File: config.mk
export PLATFORM = sky130hd
export DESIGN_NAME = pin_req_tracker
export DESIGN_NICKNAME = d
export VERILOG_FILES = /design/src/rtl/pin_req_pkg.sv /design/src/rtl/pin_req_lowest.sv /design/src/rtl/pin_req_vec_match.sv /design/src/rtl/pin_req_sampler.sv /design/src/rtl/pin_req_tracker.sv
export SDC_FILE = /design/constraint.sdc
export NUM_CORES = 1
export LEC_CHECK = 0
export ABC_CLOCK_PERIOD_IN_PS = 8000
export BUFFER_PORTS_ARGS = -buffer_cell sky130_fd_sc_hd__buf_2
export CORE_AREA = 2 2 142 144
export CTS_CLUSTER_SIZE = 28
export DETAILED_ROUTE_END_ITERATION = 10
export DIE_AREA = 0 0 144 146
export PLACE_DENSITY = 0.86
export SETUP_SLACK_MARGIN = 0.15
export SYNTH_ARGS = -nofsm -noshare
export SYNTH_HDL_FRONTEND = slang
export SYNTH_SLANG_ARGS = --single-unit
export TNS_END_PERCENT = 5
File: constraint.sdc
create_clock -name clk -period 8 [get_ports clk]
set_input_delay 0.4 -clock clk [delete_from_list [all_inputs] [get_ports clk]]
set_output_delay 0.4 -clock clk [all_outputs]
set_load 0.05 [all_outputs]
File: src/rtl/pin_req_pkg.sv
package pin_req_pkg;

  typedef enum logic [1:0] {
    ACT_IDLE  = 2'd0,
    ACT_WRITE = 2'd1,
    ACT_EOI   = 2'd2,
    ACT_PIN   = 2'd3
  } act_e;

endpackage

File: src/rtl/pin_req_lowest.sv
module pin_req_lowest #(
  parameter int WIDTH = 24,
  localparam int IW = (WIDTH > 1) ? $clog2(WIDTH) : 1
) (
  input  logic [WIDTH-1:0] vec,
  output logic             found,
  output logic [IW-1:0]    idx
);

  always_comb begin
    found = 1'b0;
    idx   = '0;
    for (int i = WIDTH - 1; i >= 0; i--) begin
      if (vec[i]) begin
        found = 1'b1;
        idx   = IW'(i);
      end
    end
  end

endmodule

File: src/rtl/pin_req_vec_match.sv
module pin_req_vec_match #(
  parameter int NPINS = 24,
  parameter int VEC_W = 8
) (
  input  logic [NPINS*VEC_W-1:0] cfg_vec,
  input  logic [VEC_W-1:0]       key,
  output logic [NPINS-1:0]       hit
);

  for (genvar g = 0; g < NPINS; g++) begin : g_cmp
    assign hit[g] = (cfg_vec[g*VEC_W +: VEC_W] == key);
  end

endmodule

File: src/rtl/pin_req_sampler.sv
module pin_req_sampler #(
  parameter int NPINS = 24
) (
  input  logic             clk,
  input  logic             rst,
  input  logic [NPINS-1:0] pin_raw,
  input  logic [NPINS-1:0] cfg_pol,
  input  logic [NPINS-1:0] seen,
  output logic [NPINS-1:0] eff,
  output logic [NPINS-1:0] dirty
);

  logic [NPINS-1:0] pin_q;

  always_ff @(posedge clk) begin
    if (rst) pin_q <= '0;
    else     pin_q <= pin_raw;
  end

  for (genvar g = 0; g < NPINS; g++) begin : g_lvl
    assign eff[g]   = pin_q[g] ^ cfg_pol[g];
    assign dirty[g] = eff[g] ^ seen[g];
  end

endmodule

File: src/rtl/pin_req_tracker.sv
module pin_req_tracker
  import pin_req_pkg::*;
#(
  parameter int NPINS = 24,
  parameter int VEC_W = 8,
  localparam int IDX_W = (NPINS > 1) ? $clog2(NPINS) : 1
) (
  input  logic                   clk,
  input  logic                   rst,
  input  logic [NPINS-1:0]       pin_raw,
  input  logic [NPINS-1:0]       cfg_mask,
  input  logic [NPINS-1:0]       cfg_level,
  input  logic [NPINS-1:0]       cfg_pol,
  input  logic [NPINS*VEC_W-1:0] cfg_vec,
  input  logic                   tbl_wr,
  input  logic [IDX_W-1:0]       tbl_wr_idx,
  input  logic                   tbl_wr_lo,
  input  logic                   eoi_valid,
  input  logic [VEC_W-1:0]       eoi_vec,
  output logic                   dlv_valid,
  output logic [IDX_W-1:0]       dlv_pin,
  output logic [VEC_W-1:0]       dlv_vec,
  output logic [NPINS-1:0]       req_bits,
  output logic [NPINS-1:0]       remote_bits
);

  logic [NPINS-1:0] irr_q, rem_q, seen_q;
  logic [NPINS-1:0] irr_n, rem_n, seen_n;
  logic [NPINS-1:0] eff, dirty, eoi_hit;
  logic             dirty_any, eoi_any, wr_ok;
  logic [IDX_W-1:0] dirty_idx, eoi_idx, sel;
  act_e             act;
  logic             svc, fire;

  pin_req_sampler #(.NPINS(NPINS)) u_smp (
    .clk     (clk),
    .rst     (rst),
    .pin_raw (pin_raw),
    .cfg_pol (cfg_pol),
    .seen    (seen_q),
    .eff     (eff),
    .dirty   (dirty)
  );

  pin_req_vec_match #(.NPINS(NPINS), .VEC_W(VEC_W)) u_match (
    .cfg_vec (cfg_vec),
    .key     (eoi_vec),
    .hit     (eoi_hit)
  );

  pin_req_lowest #(.WIDTH(NPINS)) u_pick_pin (
    .vec   (dirty),
    .found (dirty_any),
    .idx   (dirty_idx)
  );

  pin_req_lowest #(.WIDTH(NPINS)) u_pick_eoi (
    .vec   (eoi_hit),
    .found (eoi_any),
    .idx   (eoi_idx)
  );

  assign wr_ok = (32'(tbl_wr_idx) < NPINS);

  // Arbitration: write, then end-of-interrupt, then pin changes.
  always_comb begin
    act = ACT_IDLE;
    sel = '0;
    if (tbl_wr) begin
      if (wr_ok) begin
        act = ACT_WRITE;
        sel = tbl_wr_idx;
      end
    end else if (eoi_valid) begin
      if (eoi_any) begin
        act = ACT_EOI;
        sel = eoi_idx;
      end
    end else if (dirty_any) begin
      act = ACT_PIN;
      sel = dirty_idx;
    end
  end

  // State update for the selected pin.
  always_comb begin
    irr_n  = irr_q;
    rem_n  = rem_q;
    seen_n = seen_q;
    svc    = 1'b0;
    fire   = 1'b0;
    case (act)
      ACT_WRITE: begin
        if (tbl_wr_lo) rem_n[sel] = 1'b0;
        svc = irr_q[sel];
      end
      ACT_EOI: begin
        rem_n[sel] = 1'b0;
        fire = !cfg_mask[sel] && irr_q[sel];
      end
      ACT_PIN: begin
        seen_n[sel] = eff[sel];
        if (eff[sel]) begin
          irr_n[sel] = 1'b1;
          svc = (!cfg_level[sel] && !irr_q[sel]) || !rem_q[sel];
        end else begin
          irr_n[sel] = 1'b0;
        end
      end
      default: ;
    endcase
    if (svc) begin
      if (!cfg_mask[sel]) begin
        fire = 1'b1;
        if (cfg_level[sel]) rem_n[sel] = 1'b1;
      end
      if (!cfg_level[sel]) irr_n[sel] = 1'b0;
    end
  end

  always_ff @(posedge clk) begin
    if (rst) begin
      irr_q     <= '0;
      rem_q     <= '0;
      seen_q    <= '0;
      dlv_valid <= 1'b0;
      dlv_pin   <= '0;
      dlv_vec   <= '0;
    end else begin
      irr_q     <= irr_n;
      rem_q     <= rem_n;
      seen_q    <= seen_n;
      dlv_valid <= fire;
      dlv_pin   <= sel;
      dlv_vec   <= cfg_vec[32'(sel)*VEC_W +: VEC_W];
    end
  end

  assign req_bits    = irr_q;
  assign remote_bits = rem_q;

endmodule

---- After elaboration in Yosys (flattened, before gate mapping) ----
Cells that the tools add are included.
cells by class
  magnitude comparators ................... 3
  equal/unequal tests ..................... 27
  shifts and indexed selects .............. 1
  multiplexer cells ....................... 133
  bitwise logic cells ..................... 54
  reductions and logical operators ........ 8
operator list
  cell                                                         count
  two-way mux 5 bit                                            53
  == test 8 bit                                                24
  two-way mux 24 bit                                           8
  variable part select 192 x 9 -> 8 bit                        1
  bitwise AND 24 bit                                           3
  two-way mux 1 bit                                            59
  bitwise OR 24 bit                                            2
  one-hot mux 24 bit (2 select lines)                          1
  bitwise XOR 1 bit                                            48
  binary-select mux 1 bit (select 5 bit)                       5
  bitwise mux 24 bit                                           1
  inverter 24 bit                                              1
  two-way mux 2 bit                                            4
  less-than comparator 5 x 6 -> 1 bit (second input constant)  1
  demux 1 bit (select 5 bit)                                   1
  >= comparator 5 x 1 -> 1 bit (second input constant)         1
  less-than comparator 5 bit (second input constant)           1
  == test 2 bit (second input constant)                        2
  zero test 1 bit                                              4
  logical AND 1 bit                                            3
  == test 2 x 1 -> 1 bit (second input constant)               1
  one-hot mux 1 bit (2 select lines)                           1
  logical OR 1 bit                                             1
storage, ports and cells
  register bits ........................... 110
  bits of input ports ..................... 306
  output and inout bits ................... 62
  word-level logic and storage cells ...... 233

---- Logic depth before layout (Yosys ltp) ----
  depth in word-level cells ............... 41
  depth in mapped cells ................... 22

---- Modules after synthesis ----
A second synthesis with hierarchy kept.
second synthesis, totals
  cell total of the unflattened synthesis .. 1424
  area, all modules ....................... 10674.0 sq um
modules (own cells, without submodules)
  module             times used  cells each  area each (sq um)  seq. area each (sq um)
  pin_req_tracker    1           944         6302.3             1721.7
  pin_req_vec_match  1           288         2367.3             0.0
  pin_req_sampler    1           98          1421.4             480.5
  pin_req_lowest     2           47          291.5              0.0

---- Worst setup path before layout ----
Ideal clock, no wire load.
  kind .................................... input-to-reg
  start point ............................. input port eoi_vec[1]
  end point ............................... register dlv_vec[7]
  setup time .............................. 0.132 ns
  data arrival time ....................... 3.931 ns
  data required time ...................... 7.868 ns
  slack ................................... 3.937 ns
  stages .................................. 20
  path buffers ............................ 8
  cell sequence ........................... buf_4 -> buf_6 -> xor2_1 -> nor4_1 -> nand2_1 -> a2111oi_0 -> a31o_1 -> a21o_1 -> buf_2 -> buf_4 -> buf_2 -> buf_2 -> buf_4 -> buf_4 -> mux2i_1 -> nand2_1 -> nand3_1 -> o21ai_0 -> a221oi_1 -> a21oi_1
between the ends
  longest elaborated chain between the ends .. 29
  elaborated cells on any way between the ends .. 76
  those cells by class .................... eq/ne (24); shift (1); mux (51)
RTL lines
  what                                                                          RTL line                 text
  from (decl)                                                                   pin_req_tracker.sv:19    input logic [VEC_W-1:0] eoi_vec,
  == test 8 bit                                                                 pin_req_vec_match.sv:11  assign hit[g] = (cfg_vec[g*VEC_W +: VEC_W] == key);
  two-way mux 5 bit / two-way mux 1 bit (equally long branches) (24 in series)  pin_req_lowest.sv:14     if (vec[i]) begin
  two-way mux 5 bit (*)                                                         pin_req_tracker.sv:75    if (eoi_any) begin
  two-way mux 5 bit (*)                                                         pin_req_tracker.sv:74    end else if (eoi_valid) begin
  two-way mux 5 bit (*)                                                         pin_req_tracker.sv:69    if (tbl_wr) begin
  variable part select 192 x 9 -> 8 bit (*)                                     pin_req_tracker.sv:135   dlv_vec <= cfg_vec[32'(sel)*VEC_W +: VEC_W];
  to (signal assigned)                                                          pin_req_tracker.sv:135
  to (decl)                                                                     pin_req_tracker.sv:22    output logic [VEC_W-1:0] dlv_vec,
Mark *: on every way between the ends. The rest lies on a longest branch, timed or not.
A chain may end at the register's enable or synchronous reset.

---- Final worst setup path ----
  start point ............................. input port eoi_vec[2]
  end point ............................... register irr_q[10], in the netlist req_bits[10]
between the ends
  longest elaborated chain between the ends .. 39
  elaborated cells on any way between the ends .. 108
  those cells by class .................... order compare (2); eq/ne (26); mux (70); bitwise (4); reduce/logical (6)
RTL lines
  what                                                                                                              RTL line                                                                text
  == test 8 bit                                                                                                     pin_req_vec_match.sv:11
  two-way mux 5 bit / two-way mux 1 bit (equally long branches) (24 in series)                                      pin_req_lowest.sv:14
  two-way mux 5 bit                                                                                                 pin_req_tracker.sv:75
  two-way mux 5 bit                                                                                                 pin_req_tracker.sv:74
  two-way mux 5 bit                                                                                                 pin_req_tracker.sv:69
  less-than comparator 5 x 6 -> 1 bit (implied by the code) / >= comparator 5 x 1 -> 1 bit (equally long branches)  pin_req_tracker.sv:104, pin_req_tracker.sv:107, pin_req_tracker.sv:117
  logical AND 1 bit (implied by the code)                                                                           pin_req_tracker.sv:104, pin_req_tracker.sv:107, pin_req_tracker.sv:117
  two-way mux 1 bit (implied by the code)                                                                           pin_req_tracker.sv:104, pin_req_tracker.sv:107, pin_req_tracker.sv:117
  demux 1 bit (select 5 bit)                                                                                        pin_req_tracker.sv:104, pin_req_tracker.sv:107, pin_req_tracker.sv:117
  inverter 24 bit (no line)                                                                                         --
  bitwise AND 24 bit (no line)                                                                                      --
  two-way mux 24 bit                                                                                                pin_req_tracker.sv:103                                                  if (eff[sel]) begin
  two-way mux 24 bit                                                                                                pin_req_tracker.sv:92                                                   case (act)
  bitwise AND 24 bit (no line)                                                                                      --
  two-way mux 24 bit                                                                                                pin_req_tracker.sv:117                                                  if (!cfg_level[sel]) irr_n[sel] = 1'b0;
  two-way mux 24 bit (*)                                                                                            pin_req_tracker.sv:112                                                  if (svc) begin
  to (signal assigned)                                                                                              pin_req_tracker.sv:130                                                  irr_q <= irr_n;
  to (decl)                                                                                                         pin_req_tracker.sv:27                                                   logic [NPINS-1:0] irr_q, rem_q, seen_q;
Mark *: on every way between the ends. The rest lies on a longest branch, timed or not. The select of a mux whose other input is x is not followed.

==> flow_summary.json <==
{
  "outcome": "finished clean",
  "clockBufferDepth": 2,
  "setup_ws_ns": 1.461,
  "postCtsSetupBuffers": 0,
  "critPathRequiredTime_ns": 8.28,
  "ys_seq_elements": 110,
  "drive_gt1_frac": 0.3081,
  "place_ws_ns": 1.488,
  "setup_viol": 0,
  "antenna_found_initial": 4,
  "fin_setup_tns_ns": 0,
  "layout.nets": 1823,
  "std_cell_rows": 51,
  "drtIter0Drc": 1261,
  "min_period_ns": 6.539,
  "grt.overflow.total": 0,
  "ios": 368,
  "cts_tree": "built",
  "final_cell_count_no_fill": 1788,
  "drtAntennaViolNets": 0,
  "crit_type": "in -> reg",
  "async_flop_share": 0,
  "grt_pass1_vias": 11110,
  "port_buffers": 367,
  "fp.dieArea_mm2": 0.02102,
  "clk_pin_slew_ns": 0.08,
  "synth-edff-count": 0,
  "arrival_ns": 6.82,
  "dp_hpwl_um": 34590,
  "start_util": 0.5521,
  "synthFlopType": "dfxtp_1",
  "hold_viol": 0,
  "synthCells": 1218,
  "hold_class": "in -> reg",
  "die-width_um": 144,
  "core_mm2": 0.01933,
  "maxCapViolCount": 0,
  "fp.dieH_um": 146,
  "yosys_warnings": 0,
  "wire_per_inst_um": 24.52,
  "finalWeightedCongestion": 1.057,
  "numCtsBuffers": 9,
  "fmax_mhz": 152.9,
  "syn2layout_area_growth_pct": 18.91,
  "finalWirelength_um": 43840,
  "grt_use_total": 0.4120,
  "grt_pass1_wl_um": 65500,
  "avgSynthCellArea_um2": 8.765,
  "cts.sinks": 110,
  "vias": 11260,
  "worstMarginPinSlew_ns": 1.267,
  "power.density_mw_per_mm2": 134.9,
  "rsz0062_at_grt": "false",
  "dpl.cell_count": 1768,
  "clk_latency_ns": 0.37,
  "postCtsHoldBufs": 0,
  "drtPass1Iterations": 10,
  "slew_violations": 0,
  "max_stage_delay_ns": 0.98,
  "whs_ns": 0.2369,
  "total_power_uw": 1712,
  "slew_headroom": 0.1521,
  "power.leakage_uw": 0.005140,
  "synth_nets": 1527,
  "path_max_fanout": 26,
  "critical_path.cell_chain": "buf_2 > xnor2_1 > nand4_1 > nor2_1 > nor4b_2 > nor3b_4 > a21oi_1 > a221oi_4 > buf_4 > nand2b_1 > o32ai_1 > o41ai_1 > nand3_1 > a41oi_2 > nor2_1 > o32ai_1",
  "min_period_over_period": 0.8174,
  "cp_slowest_cell": "a221oi_4",
  "root_buffer": "clkbuf_16",
  "remaining_drc_errors": 0,
  "cts.htree.levels": 3,
  "yosysUniqueCellTypes": 80,
  "syn-cell-area_mm2": 0.01068,
  "cts_resized": 0,
  "grt_max_degree": 81,
  "worstSetupEndpointType": "register",
  "worst_ir_drop_vdd_uv": 135.4,
  "worst_clock_skew_ns": 0.01781,
  "via_per_inst": 6.300,
  "start_kind": "primary input",
  "synth_seq_area_share": 0.2063
}
cell usage in the layout, fill, tap and decap left out, drive strengths merged, types with 41 or more instances in the layout:
cell type  synthesis  final
a21oi             41     41
buf               57    379
dfxtp            110    110
mux2i             52     52
mux4              41     41
nand2             97     97
nor2              69     69
nor2b             50     50
o21ai            138    138
xnor2            153    153
xor2              66     66
through the flow:
step | util | instance area [um^2]
finish | 0.6565 | 12690
global route | 0.6565 | 12690
CTS | 0.6560 | 12680
detailed placement | 0.6405 | 12380
global placement | 0.6405 | 12380
floorplan | - | 10680
report_power, final:
| group | switching, uW | internal [uW] | total (uW) |
|---|---|---|---|
| clock network | 240 | 221 | 461 |
| logic | 399 | 280 | 679 |
| registers | 10.1 | 563 | 573 |
flip-flops by register name, summed over array words and instances (netlist names):
name and count:
seen_q 24, dlv_pin 5, dlv_vec 8, req_bits 24
u_smp.pin_q 24, dlv_valid 1, remote_bits 24
per-layer routing:
metal | track usage | share of wire | up-vias
met2 | 0.6190 | 0.43 | 859
met5 | 0 | 0 | -
met3 | 0.1198 | 0.12 | 151
li1 | - | - | 5016
met4 | 0.1946 | 0.050 | 0
met1 | 0.5430 | 0.39 | 5238
area by class of cell:
class	count	area, um^2
antenna	4	10.01
clock buffer	9	225.2
clock inverter	7	75.07
fill	1669	6641
inverter	8	30.03
multi-input combinational	1006	7878
sequential	110	2202
tap	265	331.6
timing repair buffer	379	1942
path summary, 6_finish.rpt:
kind	from	endpoint	slack (ns)	cells after the start
min reg2reg	seen_q[14]	seen_q[14]	0.49	2
max	eoi_vec[2]	req_bits[10]	1.46	16
min	pin_raw[14]	u_smp.pin_q[14]	0.24	2
max reg2reg	seen_q[17]	req_bits[10]	1.77	14
critical path, delay by kind of cell:
family                    cells  cell delay [ns]
xor gates and xnor gates      1             0.16
and+or+nand+nor               7             2.01
buffers and inverters         2             1.03
AOI/OAI and AO/OA             6             3.17
Yosys cell counts (15+ instances only):
cell,count,area [um^2]
mux2i_1,52,520.5
nand3_1,17,85.08
o21ai_1,27,135.1
buf_6,18,202.7
and2_1,19,118.9
xor2_1,66,578.1
mux4_2,41,923.4
dfxtp_1,110,2202
o21ai_0,110,550.5
xnor3_1,21,473.0
clkbuf_1,37,138.9
nand3b_1,24,180.2
a21oi_1,41,205.2
xnor2_1,153,1340
nor4_1,19,118.9
nor2b_1,50,312.8
nand2_1,97,364.1
nor2_1,69,259.0
buf_2,15,75.07
nand4_1,38,237.7
logic make-up after synthesis:
kind of cell,after synthesis,synth area share
adder cells (fa/ha/maj),3,0.003517
flip-flops,110,0.2063
AND/OR/NAND/NOR,378,0.1891
AO/OA/AOI/OAI,276,0.1615
XOR/XNOR,244,0.2329
multiplexers,105,0.1479
buffers and inverters,102,0.05884
Power figures use the tool's default switching activity.
